==> config.mk <==
export PLATFORM = sky130hd
export DESIGN_NAME = ser_xfer_unit
export DESIGN_NICKNAME = d
export VERILOG_FILES = /design/src/rtl/serx_pkg.sv /design/src/rtl/serx_rate_gen.sv /design/src/rtl/serx_edge_sync.sv /design/src/rtl/serx_ctrl.sv /design/src/rtl/serx_shifter.sv /design/src/rtl/ser_xfer_unit.sv
export SDC_FILE = /design/constraint.sdc
export NUM_CORES = 1
export LEC_CHECK = 0
export BUFFER_PORTS_ARGS = -buffer_cell sky130_fd_sc_hd__buf_2
export CORE_ASPECT_RATIO = 1.1
export CORE_MARGIN = 2
export CORE_UTILIZATION = 35
export DETAILED_ROUTE_END_ITERATION = 8
export SYNTH_ARGS = -nofsm -noshare
export SYNTH_HDL_FRONTEND = slang
export SYNTH_SLANG_ARGS = --single-unit
==> constraint.sdc <==
create_clock -name clk -period 2.8 [get_ports clk]
set_clock_uncertainty 0.15 [all_clocks]
set_input_delay 0.56 -clock clk [delete_from_list [all_inputs] [get_ports clk]]
set_output_delay 0.56 -clock clk [all_outputs]
set_load 0.005 [all_outputs]
==> src/rtl/serx_pkg.sv <==
package serx_pkg;

  typedef enum logic [1:0] {
    MODE_CONT   = 2'b00,
    MODE_TX     = 2'b01,
    MODE_RX     = 2'b10,
    MODE_DUPLEX = 2'b11
  } serx_mode_e;

  // Largest low select code with its own rate; higher codes reuse it.
  localparam int unsigned LO_TOP_CODE = 5;

  // log2 of the shift clock half period in core cycles.
  function automatic int unsigned half_log2(input int unsigned base,
                                            input logic hi,
                                            input logic [2:0] lo);
    int unsigned eff;
    eff = {29'd0, lo};
    if (eff > LO_TOP_CODE) eff = LO_TOP_CODE;
    return base - 2 * eff + {31'd0, hi};
  endfunction

endpackage

==> src/rtl/serx_rate_gen.sv <==
module serx_rate_gen #(
  parameter int unsigned BASE_LOG = 11
) (
  input  logic       clk,
  input  logic       rst_n,
  input  logic       run_i,
  input  logic       restart_i,
  input  logic       rate_hi_i,
  input  logic [2:0] rate_lo_i,
  output logic       sck_o,
  output logic       rise_o,
  output logic       fall_o
);
  import serx_pkg::*;

  localparam int unsigned DIV_W = BASE_LOG + 2;

  logic [DIV_W-1:0] cnt_q, cnt_d, limit;
  logic             sck_q, sck_d;
  logic             wrap;

  always_comb begin
    limit  = (DIV_W'(1) << half_log2(BASE_LOG, rate_hi_i, rate_lo_i)) - DIV_W'(1);
    wrap   = run_i && !restart_i && (cnt_q >= limit);
    cnt_d  = cnt_q;
    sck_d  = sck_q;
    if (!run_i || restart_i) begin
      cnt_d = '0;
      sck_d = 1'b1;
    end else if (wrap) begin
      cnt_d = '0;
      sck_d = !sck_q;
    end else begin
      cnt_d = cnt_q + DIV_W'(1);
    end
    rise_o = wrap && !sck_q;
    fall_o = wrap && sck_q;
  end

  always_ff @(posedge clk or negedge rst_n) begin
    if (!rst_n) begin
      cnt_q <= '0;
      sck_q <= 1'b1;
    end else begin
      cnt_q <= cnt_d;
      sck_q <= sck_d;
    end
  end

  assign sck_o = sck_q;

endmodule

==> src/rtl/serx_edge_sync.sv <==
module serx_edge_sync #(
  parameter int unsigned STAGES = 2
) (
  input  logic clk,
  input  logic rst_n,
  input  logic ext_i,
  output logic rise_o,
  output logic fall_o
);
  // Bits 0..STAGES-1 synchronise, bit STAGES holds the previous level.
  logic [STAGES:0] chain_q, chain_d;

  always_comb begin
    chain_d = {chain_q[STAGES-1:0], ext_i};
    rise_o  = chain_q[STAGES-1] && !chain_q[STAGES];
    fall_o  = !chain_q[STAGES-1] && chain_q[STAGES];
  end

  always_ff @(posedge clk or negedge rst_n) begin
    if (!rst_n) chain_q <= '1;
    else        chain_q <= chain_d;
  end

endmodule

==> src/rtl/serx_ctrl.sv <==
module serx_ctrl #(
  parameter int unsigned DATA_W = 8
) (
  input  logic                      clk,
  input  logic                      rst_n,
  input  logic                      start_ok_i,
  input  logic                      abort_i,
  input  logic                      irq_clr_i,
  input  logic                      rise_i,
  input  logic                      fall_i,
  output logic                      busy_o,
  output logic [$clog2(DATA_W)-1:0] cnt_o,
  output logic                      irq_o,
  output logic                      shift_in_o,
  output logic                      shift_out_o
);
  localparam int unsigned CNT_W = $clog2(DATA_W);
  localparam logic [CNT_W-1:0] LAST = CNT_W'(DATA_W - 1);

  logic             busy_q, busy_d, busy_en;
  logic [CNT_W-1:0] cnt_q, cnt_d;
  logic             cnt_en;
  logic             irq_q, irq_d, irq_en;
  logic             live, rise_ev, fall_ev, last_ev, stop;

  always_comb begin
    live    = busy_q && !start_ok_i && !abort_i;
    rise_ev = live && rise_i;
    fall_ev = live && fall_i;
    last_ev = rise_ev && (cnt_q == LAST);
    stop    = (busy_q && !start_ok_i && abort_i) || last_ev;

    busy_en = start_ok_i || stop;
    busy_d  = start_ok_i;

    cnt_en  = start_ok_i || stop || rise_ev;
    cnt_d   = (start_ok_i || stop) ? '0 : cnt_q + CNT_W'(1);

    irq_en  = stop || irq_clr_i;
    irq_d   = stop;
  end

  always_ff @(posedge clk or negedge rst_n) begin
    if (!rst_n) begin
      busy_q <= 1'b0;
      cnt_q  <= '0;
      irq_q  <= 1'b0;
    end else begin
      if (busy_en) busy_q <= busy_d;
      if (cnt_en)  cnt_q  <= cnt_d;
      if (irq_en)  irq_q  <= irq_d;
    end
  end

  assign busy_o      = busy_q;
  assign cnt_o       = cnt_q;
  assign irq_o       = irq_q;
  assign shift_in_o  = rise_ev;
  assign shift_out_o = fall_ev;

endmodule

==> src/rtl/serx_shifter.sv <==
module serx_shifter #(
  parameter int unsigned DATA_W = 8
) (
  input  logic              clk,
  input  logic              rst_n,
  input  logic              busy_i,
  input  logic              load_i,
  input  logic [DATA_W-1:0] load_data_i,
  input  logic              shift_in_i,
  input  logic              shift_out_i,
  input  logic              tx_en_i,
  input  logic              rx_en_i,
  input  logic              si_i,
  input  logic              idle_set_i,
  input  logic              idle_lvl_i,
  output logic              so_o,
  output logic [DATA_W-1:0] data_o
);
  logic [DATA_W-1:0] sh_q, sh_d;
  logic              sh_en;
  logic              so_q, so_d, so_en;

  always_comb begin
    sh_en = 1'b0;
    sh_d  = sh_q;
    if (!busy_i && load_i) begin
      sh_en = 1'b1;
      sh_d  = load_data_i;
    end else if (shift_in_i) begin
      sh_en = 1'b1;
      sh_d  = {sh_q[DATA_W-2:0], rx_en_i & si_i};
    end

    so_en = 1'b0;
    so_d  = so_q;
    if (shift_out_i && tx_en_i) begin
      so_en = 1'b1;
      so_d  = sh_q[DATA_W-1];
    end else if (!busy_i && idle_set_i) begin
      so_en = 1'b1;
      so_d  = idle_lvl_i;
    end
  end

  always_ff @(posedge clk or negedge rst_n) begin
    if (!rst_n) begin
      sh_q <= '0;
      so_q <= 1'b1;
    end else begin
      if (sh_en) sh_q <= sh_d;
      if (so_en) so_q <= so_d;
    end
  end

  assign so_o   = so_q;
  assign data_o = sh_q;

endmodule

==> src/rtl/ser_xfer_unit.sv <==
module ser_xfer_unit #(
  parameter int unsigned DATA_W      = 8,
  parameter int unsigned BASE_LOG    = 11,
  parameter int unsigned SYNC_STAGES = 2
) (
  input  logic                      clk,
  input  logic                      rst_n,
  input  logic                      ser_en_i,
  input  logic [1:0]                mode_i,
  input  logic                      int_clk_i,
  input  logic                      rate_hi_i,
  input  logic [2:0]                rate_lo_i,
  input  logic                      load_i,
  input  logic [DATA_W-1:0]         load_data_i,
  input  logic                      start_i,
  input  logic                      abort_i,
  input  logic                      irq_clr_i,
  input  logic                      ext_sck_i,
  input  logic                      si_i,
  input  logic                      idle_set_i,
  input  logic                      idle_lvl_i,
  output logic                      sck_o,
  output logic                      so_o,
  output logic                      busy_o,
  output logic                      irq_o,
  output logic [$clog2(DATA_W)-1:0] cnt_o,
  output logic [DATA_W-1:0]         rx_data_o
);
  import serx_pkg::*;

  // Reset: asserts asynchronously, releases on a clock edge.
  logic [1:0] rst_sync_q;
  logic       rst_int_n;

  always_ff @(posedge clk or negedge rst_n) begin
    if (!rst_n) rst_sync_q <= 2'b00;
    else        rst_sync_q <= {rst_sync_q[0], 1'b1};
  end
  assign rst_int_n = rst_sync_q[1];

  serx_mode_e mode;
  logic       cont_run, start_ok, div_run;
  logic       int_sck, int_rise, int_fall;
  logic       ext_rise, ext_fall;
  logic       edge_rise, edge_fall;
  logic       busy, shift_in, shift_out;

  always_comb begin
    mode      = serx_mode_e'(mode_i);
    cont_run  = ser_en_i && int_clk_i && (mode == MODE_CONT);
    start_ok  = start_i && ser_en_i && (mode != MODE_CONT);
    div_run   = int_clk_i && (busy || cont_run);
    edge_rise = int_clk_i ? int_rise : ext_rise;
    edge_fall = int_clk_i ? int_fall : ext_fall;
  end

  serx_rate_gen #(.BASE_LOG(BASE_LOG)) u_rate (
    .clk       (clk),
    .rst_n     (rst_int_n),
    .run_i     (div_run),
    .restart_i (start_ok),
    .rate_hi_i (rate_hi_i),
    .rate_lo_i (rate_lo_i),
    .sck_o     (int_sck),
    .rise_o    (int_rise),
    .fall_o    (int_fall)
  );

  serx_edge_sync #(.STAGES(SYNC_STAGES)) u_sync (
    .clk    (clk),
    .rst_n  (rst_int_n),
    .ext_i  (ext_sck_i),
    .rise_o (ext_rise),
    .fall_o (ext_fall)
  );

  serx_ctrl #(.DATA_W(DATA_W)) u_ctrl (
    .clk         (clk),
    .rst_n       (rst_int_n),
    .start_ok_i  (start_ok),
    .abort_i     (abort_i),
    .irq_clr_i   (irq_clr_i),
    .rise_i      (edge_rise),
    .fall_i      (edge_fall),
    .busy_o      (busy),
    .cnt_o       (cnt_o),
    .irq_o       (irq_o),
    .shift_in_o  (shift_in),
    .shift_out_o (shift_out)
  );

  serx_shifter #(.DATA_W(DATA_W)) u_shift (
    .clk         (clk),
    .rst_n       (rst_int_n),
    .busy_i      (busy),
    .load_i      (load_i),
    .load_data_i (load_data_i),
    .shift_in_i  (shift_in),
    .shift_out_i (shift_out),
    .tx_en_i     (mode_i[0]),
    .rx_en_i     (mode_i[1]),
    .si_i        (si_i),
    .idle_set_i  (idle_set_i),
    .idle_lvl_i  (idle_lvl_i),
    .so_o        (so_o),
    .data_o      (rx_data_o)
  );

  assign busy_o = busy;
  assign sck_o  = int_sck;

endmodule

==> qor.txt, run 1 <==
Status = complete, but fails checks
Failing checks = negative setup slack
ANT nets after route = 0
Layout cell share with drive strength beyond 1 = 44.1%
Final WL = 5680 um
Number of global-route vias before repair = 2,090
Final Net Count = 397
CTS max path bufs = 2
Max-cap violation count = 0
Met3 WL = 160 um
Largest net degree at the start of global routing = 20
Detail Route met2 WL = 2800 um
Most frequent CP cell = ha_4
Distinct cell type count after synthesis = 47
Cell Chain, Critical Path = buf_8 -> buf_4 -> ha_4 -> buf_4 -> ha_4 -> nor4_4 -> nand4b_1 -> nand2b_4 -> nor2_4 -> nand2_2 -> ha_4 -> inv_4 -> nand2_4 -> nor2_4 -> buf_6 -> mux2i_1 -> o21a_1 -> ha_4 -> nand4_1 -> nor4_4 -> or3_4 -> o31a_1 -> o211ai_2 -> mux2_4
Initial Util = 35.8%
Wire length per cell = 13.2 um
VDD IR max = 0.284 mV
First-pass GRT wire length = 9170 um
Max Fclk = 232 MHz
FF-to-FF path depth = 8
DIE AREA = 7380 um^2
Port buffer count = 40
Reg clk slew, reported paths = 0.07 ns
Critical path fanouts, max = 7
Slowest stage cell, crit path = or3_4
Top Layer Used = met4
DRT iter0 DRCs = 41
Via density = 5.09
Syn Nets = 310
Clock latency at the later pin of the worst-skew pair = 0.29 ns
Instance count of the mapped netlist = 259
Period utilisation layout = 154%
Min Tclk post-route = 4.32 ns
Synth Flop Type = dfrtp_1
Final Non-Filler Cells = 429
RSZ-0062 raised after global routing = true
Worst min-delay path class = reg -> async
LEAKAGE = 1.55 nW
Syn avg cell area = 9.07 um^2
GRT Overall Usage = 15.6%
Gpl congestion = 0.869
Area growth, synth to finish = 46.1%
Worst Tran Pin Value = 0.724 ns
Synth top area cells = dfrtp_1 (30%), ha_1 (13%), dfstp_2 (5.6%), o21ai_0 (5.1%), nor2_1 (4.6%)
Die X = 82.1 um
Worst Path Arrival = 4.39 ns
H-tree depth = 2
DRT Pass-1 Iters = 6
Final setup violation count = 28
Initial antenna violation count = 0
Hold Slack = 0.149 ns
Max Slew Vio Count = 0
Grt ovf = 0
CP endpoint kind = flop
Post-synth top area cell = dfrtp_1
#FFs+latches synth = 33
Synth warn = 0
WP data required = 2.87 ns
Pwr dens = 391 nW/um^2
Worst stage delay on the critical path = 0.33 ns
I/O pins = 41
Max-slew headroom = 51.7%
Die H = 89.9 um
HPWL after detailed placement = 4220 um
Post-synth ARST share = 100%
Mapped Area = 2350 um^2
DRC Markers = 0
Metal-1 WL = 2590 um
CTS tree = built
Fin util = 52.3%
Num Clock Sinks = 33
Vias = 2,185
FP Rows = 31
Top cell type's share of synthesized area = 29.8%
N_diodes = 0
Sequential area share after synthesis = 35.4%
CP Class = in -> reg
Core area = 6560 um^2
Final worst slack = -1.52 ns
Critical path launch point type = input pin
TritonCTS Buffers = 5
EDFF count, synth = 0
DP Worst Slack = -1.93 ns
Final Hold Viols = 0
CTS Root Cell = clkbuf_8
Placed insts = 408
## area by class of cell
class,count,area [um^2]
fillers,575,3120
multi-input cells,211,1750
flip-flops and latches,33,832
repair buffers,86,596
well taps,82,103
clock buffers,7,86.3
inverters,9,36.3
clock inverters,1,30.0
## cells in the final DEF, fill, tap and decap left out, types with 7 or more instances in the layout
cell,netlist,layout
nor2_1,29,27
buf_4,1,40
a32oi_1,9,7
nand2_1,24,19
buf_2,1,38
dfrtp_1,28,28
o21ai_2,0,9
o21ai_1,0,10
xnor2_1,11,10
ha_4,0,7
inv_1,9,8
nand2b_1,9,7
a21oi_1,13,11
ha_1,25,16
## cell usage after synthesis, types with 2 or more instances
| cell type | instances |
|---|---|
| inv_1 | 9 |
| or2_2 | 2 |
| clkbuf_1 | 3 |
| o21ai_0 | 24 |
| dfstp_2 | 5 |
| and3_1 | 3 |
| mux2i_1 | 4 |
| and4_1 | 2 |
| and2_1 | 4 |
| xor2_1 | 5 |
| nor4_1 | 3 |
| nand2_1 | 24 |
| o21a_1 | 3 |
| nor2b_1 | 3 |
| nor2_1 | 29 |
| xnor2_1 | 11 |
| ha_1 | 25 |
| nand3_1 | 9 |
| a21oi_1 | 13 |
| nor3_1 | 3 |
| dfrtp_1 | 28 |
| nand2b_1 | 9 |
| a32oi_1 | 9 |
| a31oi_1 | 2 |
| nand4_1 | 5 |
## cells by family (layout without fill, tap and decap cells)
logic type,Yosys count,count (layout),synth area share [%]
muxes,6,6,2.82
adders and majority gates,25,25,13.3
xor gates and xnor gates,17,17,6.66
DFF,33,33,35.4
AOI/OAI and AO/OA,58,58,15.7
other,1,1,0.160
buffers and inverters,15,103,2.61
and+or+nand+nor,104,104,23.3
## state kept, by name, summed over array words and instances (netlist names)
name	cells
rst_sync_q	2
u_ctrl.busy_o	1
u_ctrl.cnt_o	3
u_ctrl.irq_o	1
u_rate.cnt_q	13
u_rate.sck_o	1
u_shift.data_o	8
u_shift.so_o	1
u_sync.chain_q	3
## layer usage
| layer | up-vias | track usage [%] |
|---|---|---|
| met1 | 1030 | 20.0 |
| met3 | 12 | 3.61 |
| met5 | - | 0 |
| li1 | 1105 | - |
| met4 | 0 | 6.53 |
| met2 | 38 | 24.7 |
## critical path: cells and delay by family
| kind | cells | cell delay (ns) |
|---|---|---|
| simple gates | 10 | 1.48 |
| buf+inv | 5 | 0.55 |
| fa+ha+maj | 4 | 0.77 |
| compound gates | 3 | 0.64 |
| mux | 2 | 0.37 |
## metrics by stage
step                total power, W  area, um^2  TNS (ns)
finish                     0.00134        3430    -39.63
global placement          0.000832        2970    -48.37
CTS                        0.00134        3300    -40.59
floorplan                 0.000710        2450    -46.31
global route               0.00142        3430    -45.02
detailed placement        0.000837        2970    -49.85
## where the power goes
group	internal, W	switching, W	leakage (nW)
Clock	0.000290	0.000169	0.0585
Combinational	0.000176	0.000164	1.07
Sequential	0.000509	0.0000323	0.423
Total	0.000976	0.000365	1.55
## worst paths after layout
check	from	to	slack (ns)
worst max-delay path	rate_lo_i[2]	u_shift.so_o	-1.52
worst min-delay path	rst_sync_q[1]	u_rate.cnt_q[9]	0.15
worst max register to register	u_rate.cnt_q[3]	u_shift.so_o	0.44
worst min register to register	rst_sync_q[1]	u_rate.cnt_q[9]	0.15
max in group asynchronous	rst_sync_q[1]	u_sync.chain_q[2]	1.62
min in group clk	rst_sync_q[0]	rst_sync_q[1]	0.20
## timing repair
item	CTS	global route
setup endpoints to repair	28	28
hold endpoints to repair	2	0
gates resized for setup	35	15
pin swaps	26	13
hold buffers	1	0
buffers inserted	6	6
cloned	0	0
Note: power is estimated with default switching activity, not from simulation.
==> run 2: changes to the inputs <==
GPL_TIMING_DRIVEN = 0   (was not set)
clock period = 3.6 ns   (was 2.8 ns; I/O delays follow)
==> qor.txt, run 2 (same netlist as run 1, synthesis figures left out) <==
Post-placement cell area = 2750 um^2 (-7.5%)
Clock share of power = 35.4% (+1.2 points)
Min Tclk post-route = 4.78 ns
Final WL = 5840 um (+2.7%)
Final Net Count = 385 (-3.0%)
Num Clock Sinks = 33 (unchanged)
Most frequent cells in the layout = buf_2 (37), dfrtp_1 (27), buf_4 (22), nor2_1 (19), nand2_1 (19)
Sw power = 0.000283 W (-23%)
Worst stage delay on the critical path = 0.36 ns (+0.03 ns)
Gate power share = 23.1% (-2.3 points)
DRC Markers = 0 (unchanged)
CP Class = in -> reg
Area of the multi-input gates = 1720 um^2 (-1.4%)
VDD IR max = 0.161 mV (-43%)
Design area = 3310 um^2 (-3.5%)
I/O pins = 41 (unchanged)
Max Fclk = 209 MHz
Area growth, synth to finish = 41.0%
Cell Chain, Critical Path = buf_2 -> and4bb_4 -> nand2_2 -> ha_2 -> and4_1 -> nand4b_1 -> nand2b_4 -> nor2_4 -> nand2_2 -> ha_4 -> inv_4 -> nand2_4 -> nor2_4 -> nand3_2 -> o221ai_2 -> a21oi_2 -> ha_1 -> buf_6 -> nand4_1 -> nor4_4 -> or3_4 -> o31a_1 -> o211ai_2 -> mux2_4
Detail Route met2 WL = 3010 um (+7.4%)
Most common cell after layout, fill and taps aside = buf_2
WP data required = 3.67 ns (+0.80 ns)
Period utilisation layout = 133%
Gpl congestion = 0.826 (-5.0%)
Failing checks = negative setup slack
CTS tree = built
Wire length per cell = 14.0 um (+5.7%)
FP Rows = 31 (unchanged)
CTS max path bufs = 2 (unchanged)
N_diodes = 0 (unchanged)
Slowest stage cell, crit path = and4bb_4
Reg clk slew, reported paths = 0.08 ns (about the same)
Met3 WL = 166 um (+3.8%)
Max Slew Vio Count = 0 (unchanged)
Final setup violation count = 28 (unchanged)
Switching Share = 27.7% (+0.49 points)
Via density = 5.26 (+3.3%)
GRT Overall Usage = 16.6% (+0.99 points)
Overall power = 0.00102 W (-24%)
Worst path top cell family by delay = simple AND/OR/NAND/NOR gates
Initial antenna violation count = 0 (unchanged)
Initial Util = 35.8% (unchanged)
Reg area = 833 um^2 (+0.15%)
TritonCTS Buffers = 5 (unchanged)
ANT nets after route = 0 (unchanged)
Top reg by flops = u_rate.cnt_q
Fillers = 622 (+8.2%)
Int Pwr = 0.000736 W (-25%)
Final Hold Viols = 0 (unchanged)
Worst Tran Pin Value = 0.740 ns (+0.0160 ns)
Max FFs per register = 13 (unchanged)
DIE AREA = 7380 um^2 (unchanged)
DRT Pass-1 Iters = 4 (-2)
Critical path launch point type = input pin
RSZ-0062 raised after global routing = true
Max-slew headroom = 50.5% (-1.2 points)
Metal-1 WL = 2560 um (-1.1%)
Hold Slack = 0.0566 ns (-0.0923 ns)
Buf/Inv on CP = 3 (-2)
Critical path fanouts, max = 4 (-3)
DP Worst Slack = -1.84 ns (+0.0813 ns)
Number of global-route vias before repair = 2,117 (+1.3%)
Flop2flop setup slack = 1.14 ns (+0.70 ns)
Largest net degree at the start of global routing = 32 (+60%)
Reg2reg start = u_rate.cnt_q[10]
Worst min-delay path class = in -> async
Vias = 2,194 (+0.41%)
Die X = 82.1 um (unchanged)
Post-CTS Hold Buffers = 0 (-1)
DRT iter0 DRCs = 87 (+110%)
Pwr dens = 308 nW/um^2 (-21%)
Top Layer Used = met4
Sequential power share = 41.5% (+1.1 points)
Worst Path Arrival = 4.85 ns (+0.46 ns)
HPWL after detailed placement = 4080 um (-3.4%)
Die H = 89.9 um (unchanged)
Clock latency at the later pin of the worst-skew pair = 0.28 ns (about the same)
Final worst slack = -1.18 ns (+0.334 ns)
Layout cell share with drive strength beyond 1 = 42.1% (-2.0 points)
Max-cap violation count = 0 (unchanged)
Core area = 6560 um^2 (unchanged)
First-pass GRT wire length = 9670 um (+5.5%)
Port buffer count = 40 (unchanged)
CTS Root Cell = clkbuf_8
H-tree depth = 2 (unchanged)
Status = complete, but fails checks
Grt ovf = 0 (unchanged)
CP startpoint = rate_lo_i[0]
LEAKAGE = 1.50 nW (-3.6%)
CP endpoint kind = flop
[run 2: area by class of cell]
type,instances,area share (%)
buffer,5,0.831
tap,82,3.10
timing repair buffer,69,14.2
inverter,9,1.10
clock buffer,7,2.61
sequential,33,25.2
clock inverter,1,0.907
multi-input combinational,211,52.0
[run 2: through the flow]
stage | instances | utilization [%] | TNS [ns]
after CTS | 412 | 48.9 | -25.96
after detailed placement | 381 | 41.9 | -46.44
final | 417 | 50.5 | -29.06
after global placement | 381 | 41.9 | -46.30
after floorplan | 259 | - | -28.39
after global routing | 417 | 50.5 | -34.59
[run 2: worst paths after layout]
path / endpoint / cells after the start
max in group asynchronous: u_rate.cnt_q[6] / 0
min in group clk: rst_sync_q[1] / 0
worst max-delay path: u_shift.so_o / 24
worst min-delay path: rst_sync_q[0] / 1
worst max register to register: u_shift.so_o / 8
worst min register to register: u_shift.data_o[0] / 0
[run 2: power groups by stage]
stage	clock network, W	registers, W	logic (W)
CTS	0.000372	0.000422	0.000225
floorplan	0	0.000423	0.000129
global route	0.000386	0.000427	0.000262
detailed placement	0	0.000427	0.000193
global placement	0	0.000426	0.000191
finish	0.000361	0.000423	0.000235
[run 2: per-layer routing]
| metal | GRT usage (%) | up-vias |
|---|---|---|
| li1 | - | 1088 |
| met1 | 21.1 | 1055 |
| met2 | 27.7 | 42 |
| met3 | 2.71 | 9 |
| met4 | 5.97 | 0 |
| met5 | 0 | - |
[run 2: what timing repair did]
item / in CTS / in global routing
hold endpoints to repair: 0 / 0
gates resized for setup: 39 / 14
setup endpoints to repair: 28 / 28
pin swaps: 27 / 24
gates cloned: 1 / 0
buffers inserted: 22 / 6
